<file path="config.mk">
export PLATFORM = sky130hd
export DESIGN_NAME = uart_idle_brk_mon
export DESIGN_NICKNAME = d
export VERILOG_FILES = /design/src/rtl/umon_pkg.sv /design/src/rtl/umon_char_class.sv /design/src/rtl/umon_idle_ctr.sv /design/src/rtl/umon_brk_trk.sv /design/src/rtl/uart_idle_brk_mon.sv
export SDC_FILE = /design/constraint.sdc
export NUM_CORES = 1
export LEC_CHECK = 0
export BUFFER_PORTS_ARGS = -buffer_cell sky130_fd_sc_hd__buf_2
export CORE_MARGIN = 2
export CORE_UTILIZATION = 52
export DETAILED_ROUTE_END_ITERATION = 8
export PLACE_DENSITY_LB_ADDON = 0.1
export SLEW_MARGIN = 10
export SYNTH_ARGS = -nofsm -noshare
export SYNTH_HDL_FRONTEND = slang
export SYNTH_HIERARCHICAL = 1
export SYNTH_SLANG_ARGS = --single-unit
</file>
<file path="constraint.sdc">
create_clock -name clk -period 2.25 [get_ports clk]
set_input_delay 0.225 -clock clk [delete_from_list [all_inputs] [get_ports clk]]
set_output_delay 0.225 -clock clk [all_outputs]
set_load 0.02 [all_outputs]
</file>
<file path="src/rtl/umon_pkg.sv">
package umon_pkg;
  typedef enum logic [1:0] {
    CK_NONE  = 2'd0,
    CK_IDLE  = 2'd1,
    CK_BREAK = 2'd2,
    CK_OTHER = 2'd3
  } char_kind_e;
endpackage

</file>
<file path="src/rtl/umon_char_class.sv">
module umon_char_class
  import umon_pkg::*;
#(
  parameter int DATA_W = 8
) (
  input  logic              char_vld,
  input  logic [DATA_W-1:0] char_data,
  input  logic              char_frm,
  output char_kind_e        kind
);
  always_comb begin
    if (!char_vld)                          kind = CK_NONE;
    else if (!char_frm && (&char_data))     kind = CK_IDLE;
    else if (char_frm && (char_data == '0)) kind = CK_BREAK;
    else                                    kind = CK_OTHER;
  end
endmodule

</file>
<file path="src/rtl/umon_idle_ctr.sv">
module umon_idle_ctr
  import umon_pkg::*;
#(
  parameter int IDLE_W = 16
) (
  input  logic              clk,
  input  logic              rst,
  input  char_kind_e        kind,
  input  logic              buf_open,
  input  logic [IDLE_W-1:0] max_idle,
  output logic              idle_fire
);
  logic [IDLE_W-1:0] idle_run;

  always_ff @(posedge clk) begin
    if (rst) begin
      idle_run  <= '0;
      idle_fire <= 1'b0;
    end else begin
      idle_fire <= 1'b0;
      case (kind)
        CK_IDLE: begin
          if (max_idle != '0 && idle_run < max_idle) begin
            idle_run <= idle_run + 1'b1;
            if ((idle_run + 1'b1) == max_idle) idle_fire <= buf_open;
          end
        end
        CK_BREAK, CK_OTHER: idle_run <= '0;
        default: ;
      endcase
    end
  end

  // a zero limit never fires
  p_no_fire_disabled_r4: assert property (@(posedge clk) disable iff (rst)
    idle_fire |-> ($past(max_idle) != '0));

  // a fire is never followed directly by another
  p_single_fire_r5: assert property (@(posedge clk) disable iff (rst)
    idle_fire |=> !idle_fire);
endmodule

</file>
<file path="src/rtl/umon_brk_trk.sv">
module umon_brk_trk
  import umon_pkg::*;
#(
  parameter int CNT_W = 16,
  parameter int LEN_W = 16
) (
  input  logic             clk,
  input  logic             rst,
  input  char_kind_e       kind,
  input  logic             line_lvl,
  input  logic             bit_tick,
  input  logic             buf_open,
  input  logic             sync_mode,
  input  logic             allow_zs,
  output logic             brk_open_p,
  output logic             brk_evt,
  output logic [CNT_W-1:0] brk_cnt,
  output logic [LEN_W-1:0] brk_len
);
  logic             in_brk;
  logic             zero_pend;
  logic [LEN_W-1:0] len_run;
  logic             need_two;

  assign need_two = sync_mode & allow_zs;

  always_ff @(posedge clk) begin
    if (rst) begin
      in_brk     <= 1'b0;
      zero_pend  <= 1'b0;
      len_run    <= '0;
      brk_open_p <= 1'b0;
      brk_evt    <= 1'b0;
      brk_cnt    <= '0;
      brk_len    <= '0;
    end else begin
      brk_open_p <= 1'b0;
      brk_evt    <= 1'b0;
      if (in_brk) begin
        if (kind == CK_BREAK) begin
          if (len_run != '1) len_run <= len_run + 1'b1;
        end else if (bit_tick && line_lvl) begin
          in_brk  <= 1'b0;
          brk_evt <= 1'b1;
          brk_len <= len_run;
        end
      end else if (kind == CK_BREAK) begin
        if (need_two && !zero_pend) begin
          zero_pend <= 1'b1;
        end else begin
          zero_pend  <= 1'b0;
          in_brk     <= 1'b1;
          len_run    <= need_two ? LEN_W'(2) : LEN_W'(1);
          brk_open_p <= buf_open;
          if (brk_cnt != '1) brk_cnt <= brk_cnt + 1'b1;
        end
      end else if (kind != CK_NONE) begin
        zero_pend <= 1'b0;
      end
    end
  end

  // the break counter only ever steps by one
  p_cnt_step_r6: assert property (@(posedge clk) disable iff (rst)
    !$stable(brk_cnt) |-> (brk_cnt == $past(brk_cnt) + 1'b1));

  // no count while a break continues
  p_cnt_once_r6: assert property (@(posedge clk) disable iff (rst)
    (in_brk && $past(in_brk)) |-> $stable(brk_cnt));

  // the event marks the end of a break with a nonzero length
  p_evt_ends_r7: assert property (@(posedge clk) disable iff (rst)
    brk_evt |-> (!in_brk && $past(in_brk) && brk_len != '0));

  // in double mode a break starts only after a pending zero character
  p_double_r9: assert property (@(posedge clk) disable iff (rst)
    (in_brk && !$past(in_brk) && $past(need_two)) |-> $past(zero_pend));
endmodule

</file>
<file path="src/rtl/uart_idle_brk_mon.sv">
module uart_idle_brk_mon
  import umon_pkg::*;
#(
  parameter int DATA_W = 8,
  parameter int IDLE_W = 16,
  parameter int CNT_W  = 16,
  parameter int LEN_W  = 16
) (
  input  logic              clk,
  input  logic              rst,
  input  logic              char_vld,
  input  logic [DATA_W-1:0] char_data,
  input  logic              char_frm,
  input  logic              line_lvl,
  input  logic              bit_tick,
  input  logic              buf_open,
  input  logic [IDLE_W-1:0] max_idle,
  input  logic              sync_mode,
  input  logic              allow_zs,
  output logic              close_req,
  output logic              rx_evt,
  output logic              brk_in_rx,
  output logic              brk_evt,
  output logic [CNT_W-1:0]  brk_cnt,
  output logic [LEN_W-1:0]  brk_len
);
  char_kind_e kind;
  logic       idle_fire;
  logic       brk_open_p;

  umon_char_class #(.DATA_W(DATA_W)) u_class (
    .char_vld (char_vld),
    .char_data(char_data),
    .char_frm (char_frm),
    .kind     (kind)
  );

  umon_idle_ctr #(.IDLE_W(IDLE_W)) u_idle (
    .clk      (clk),
    .rst      (rst),
    .kind     (kind),
    .buf_open (buf_open),
    .max_idle (max_idle),
    .idle_fire(idle_fire)
  );

  umon_brk_trk #(.CNT_W(CNT_W), .LEN_W(LEN_W)) u_brk (
    .clk       (clk),
    .rst       (rst),
    .kind      (kind),
    .line_lvl  (line_lvl),
    .bit_tick  (bit_tick),
    .buf_open  (buf_open),
    .sync_mode (sync_mode),
    .allow_zs  (allow_zs),
    .brk_open_p(brk_open_p),
    .brk_evt   (brk_evt),
    .brk_cnt   (brk_cnt),
    .brk_len   (brk_len)
  );

  assign close_req = idle_fire | brk_open_p;
  assign rx_evt    = idle_fire | brk_open_p;
  assign brk_in_rx = brk_open_p;

  // a close request always follows a character strobe
  p_close_after_char_r1: assert property (@(posedge clk) disable iff (rst)
    close_req |-> $past(char_vld));

  // no close request while no buffer was open
  p_close_needs_buf_r8: assert property (@(posedge clk) disable iff (rst)
    close_req |-> $past(buf_open));
endmodule

</file>
==> impl_metrics.py <==
metrics = {
    "run_status": {
        "run_status": "complete, no violations",
    },
    "sta": {
        "worst_pin_slew_ns": 0.7239,
        "skew_ns": 0.009850,
        "setup_tns_ns": 0,
        "report.final.slew_viol_count": 0,
        "setup_viol": 0,
        "post-route-period-util_pct": 94.91,
        "hold_violations": 0,
        "min_period_ns": 2.135,
        "grt_setup_unrepaired": "true",
        "fmax_ghz": 0.4683,
        "slew_headroom_pct": 51.69,
    },
    "cells_and_area": {
        "area_growth_pct": 20.14,
        "antenna_cells": 0,
        "drive_above_1_share_pct": 25.19,
        "final_area_um2": 5306,
        "fin_nets": 698,
    },
    "setup_path": {
        "path_cells": "buf_4 -> nand4_4 -> or2_1 -> or4_1 -> a211oi_2 -> nand4_1 -> nor4_2",
        "cp-end-kind": "flop",
        "critPathMaxStageDelay_ns": 0.55,
        "critPathKind": "reg -> reg",
        "cp_top_family": "simple AND/OR/NAND/NOR gates",
        "cp-start-kind": "flop",
        "arrival_ns": 2.38,
        "cpMaxStageDelayCell": "or4_1",
        "critPathBufInv": 1,
        "crit_required_ns": 2.50,
        "cp_max_fo": 5,
    },
    "yosys": {
        "netlist.area_leader.share_pct": 31.27,
        "syn-cell-area_um2": 4417,
        "synth-edff-count": 0,
        "synth_cell_types": 70,
        "avgSynthCellArea_um2": 7.930,
        "ys_ff_latch": 69,
        "yosysMostFrequentCell": "dfxtp_1",
        "synthTopCellsByArea": "dfxtp_1 (31%), xnor2_1 (5.6%), ha_1 (5.4%)",
        "async_reset_ff_share_pct": 0,
        "synth-seq-area-share_pct": 31.27,
        "yosys_warnings": 6,
        "ys.flop_type": "dfxtp_1",
        "synth_cells": 557,
        "synth_common_cells": "dfxtp_1 (69), nand2_1 (63), a21oi_1 (41)",
        "syn_nets": 609,
        "yosys.area.top_type": "dfxtp_1",
    },
    "cts": {
        "h-tree-depth": 3,
        "cts_setup_buffers": 0,
        "clk_pin_slew_ns": 0.08,
        "numClockSinks": 69,
        "cts-root-buf": "clkbuf_8",
        "cts.hold.buffers_added": 0,
        "cts_buffers": 9,
        "clock_latency_ns": 0.34,
        "cts_tree": "done",
        "clockBufferDepth": 2,
    },
    "power_and_ir_drop": {
        "ir_drop_uv": 330.8,
        "power.density_nw_per_um2": 519.9,
        "p_leak_nw": 2.112,
    },
    "global_routing": {
        "grt_max_degree": 45,
        "grt_util_all_layers_pct": 26.38,
        "grt_pass1_vias": 3953,
        "grt_pass1_wl_mm": 19.25,
        "grt-ovfl-total": 0,
        "antenna_found_initial": 0,
    },
    "placed_design": {
        "hpwlAfterDp_mm": 8.839,
        "io_buffers": 68,
        "globalplace.congestion": 0.9845,
        "dpl_cell_area_um2": 5036,
    },
    "detailed_routing": {
        "routedWlPerCell_um": 15.83,
        "via_per_inst": 5.918,
        "num_vias": 4474,
        "drt-pass1-iter-count": 5,
        "drc": 0,
        "drt_wl_total_mm": 11.97,
        "final_antenna_net_count": 0,
        "drt_iter0_drc": 331,
    },
    "floorplan": {
        "rows": 33,
        "core-area_um2": 8217,
        "chipWidth_um": 96.16,
        "io_pins": 69,
        "die-area_um2": 9247,
        "start_util_pct": 53.75,
        "dieHeight_um": 96.16,
    },
    "hold_path": {
        "holdCritPathClass": "in -> reg",
    },
    "flow_run": {
        "drv_cap": 0,
    },
}
==> final timing paths <==
path              cells past startpoint               start               end  slack [ns]
hold / removal                        2            buf_open  u_brk/brk_open_p        0.17
hold reg to reg                       2    u_brk/brk_len[4]  u_brk/brk_len[4]        0.45
setup / recovery                      7  u_idle/idle_run[9]  u_idle/idle_fire        0.11
setup reg to reg                      7  u_idle/idle_run[9]  u_idle/idle_fire        0.11
==> sequential cells by signal, summed over array words and instances, names as in the netlist <==
| name | flops |
|---|---|
| u_brk/zero_pend | 1 |
| u_brk/brk_len | 16 |
| u_brk/len_run | 16 |
| u_brk/brk_cnt | 16 |
| u_brk/brk_open_p | 1 |
| u_idle/idle_fire | 1 |
| u_brk/in_brk | 1 |
| u_brk/brk_evt | 1 |
| u_idle/idle_run | 16 |
==> metal layers <==
layer  part of all wire, %  GRT usage, %
met5                     0             0
met1                    49         39.26
met3                   5.5         4.385
met4                  0.51         5.000
met2                    45         39.99
==> logic make-up (layout without fill, tap and decap cells) <==
family | after synthesis | count (layout) | share of synthesized area, %
flops | 69 | 69 | 31.27
fa+ha+maj | 19 | 19 | 5.382
buf+inv | 64 | 158 | 6.685
compound gates | 138 | 138 | 21.13
mux | 3 | 3 | 0.6799
xor+xnor | 30 | 30 | 5.949
simple gates | 234 | 234 | 28.90
==> report_power, final <==
| group | switching (mW) | internal (mW) | leakage (nW) |
|---|---|---|---|
| Combinational | 0.164 | 0.105 | 1.43 |
| Sequential | 0.0134 | 1.23 | 0.560 |
| Clock | 0.481 | 0.767 | 0.127 |
==> through the flow <==
step           setup slack (ns)  instances  utilization (%)  total power [mW]  hold slack (ns)
2_1_floorplan            0.1789        557                -             1.423           0.3916
6_report                 0.1146        756            64.58             2.759           0.1701
3_5_place_dp           -0.07823        740            61.29             1.533           0.4452
3_3_place_gp            -0.1162        740            61.29             1.526           0.4393
5_1_grt                -0.02278        756            64.58             2.856           0.1603
4_1_cts                  0.1232        756            64.46             2.772           0.1599
==> layout by cell type (no fill, tap or decap), types with 4 or more instances in the layout <==
cell type,n
a21oi_1,41
a311oi_1,6
a31o_2,4
a31oi_1,17
and3_1,9
and4_1,5
buf_2,68
buf_4,44
clkbuf_8,10
dfxtp_1,62
dfxtp_2,7
ha_1,18
inv_1,29
nand2_1,63
nand3_1,24
nand4_1,14
nor2_1,34
nor3_1,30
nor4_1,10
o211ai_1,16
o21ai_0,18
o41ai_1,6
or4_1,5
xnor2_1,28
==> cell type report <==
cell class / instances / area, um^2
Clock buffer: 10 / 137.6
Clock inverter: 6 / 108.9
Fill cell: 765 / 2910
Inverter: 30 / 112.6
Multi-Input combinational cell: 424 / 2755
Sequential cell: 69 / 1390
Tap cell: 105 / 131.4
Timing Repair Buffer: 112 / 670.6
==> what timing repair did <==
action                     CTS  global route
resized for setup            9             3
setup endpoints to repair   11             3
pin swaps                    1             0
(Power assumes the default switching activity.)
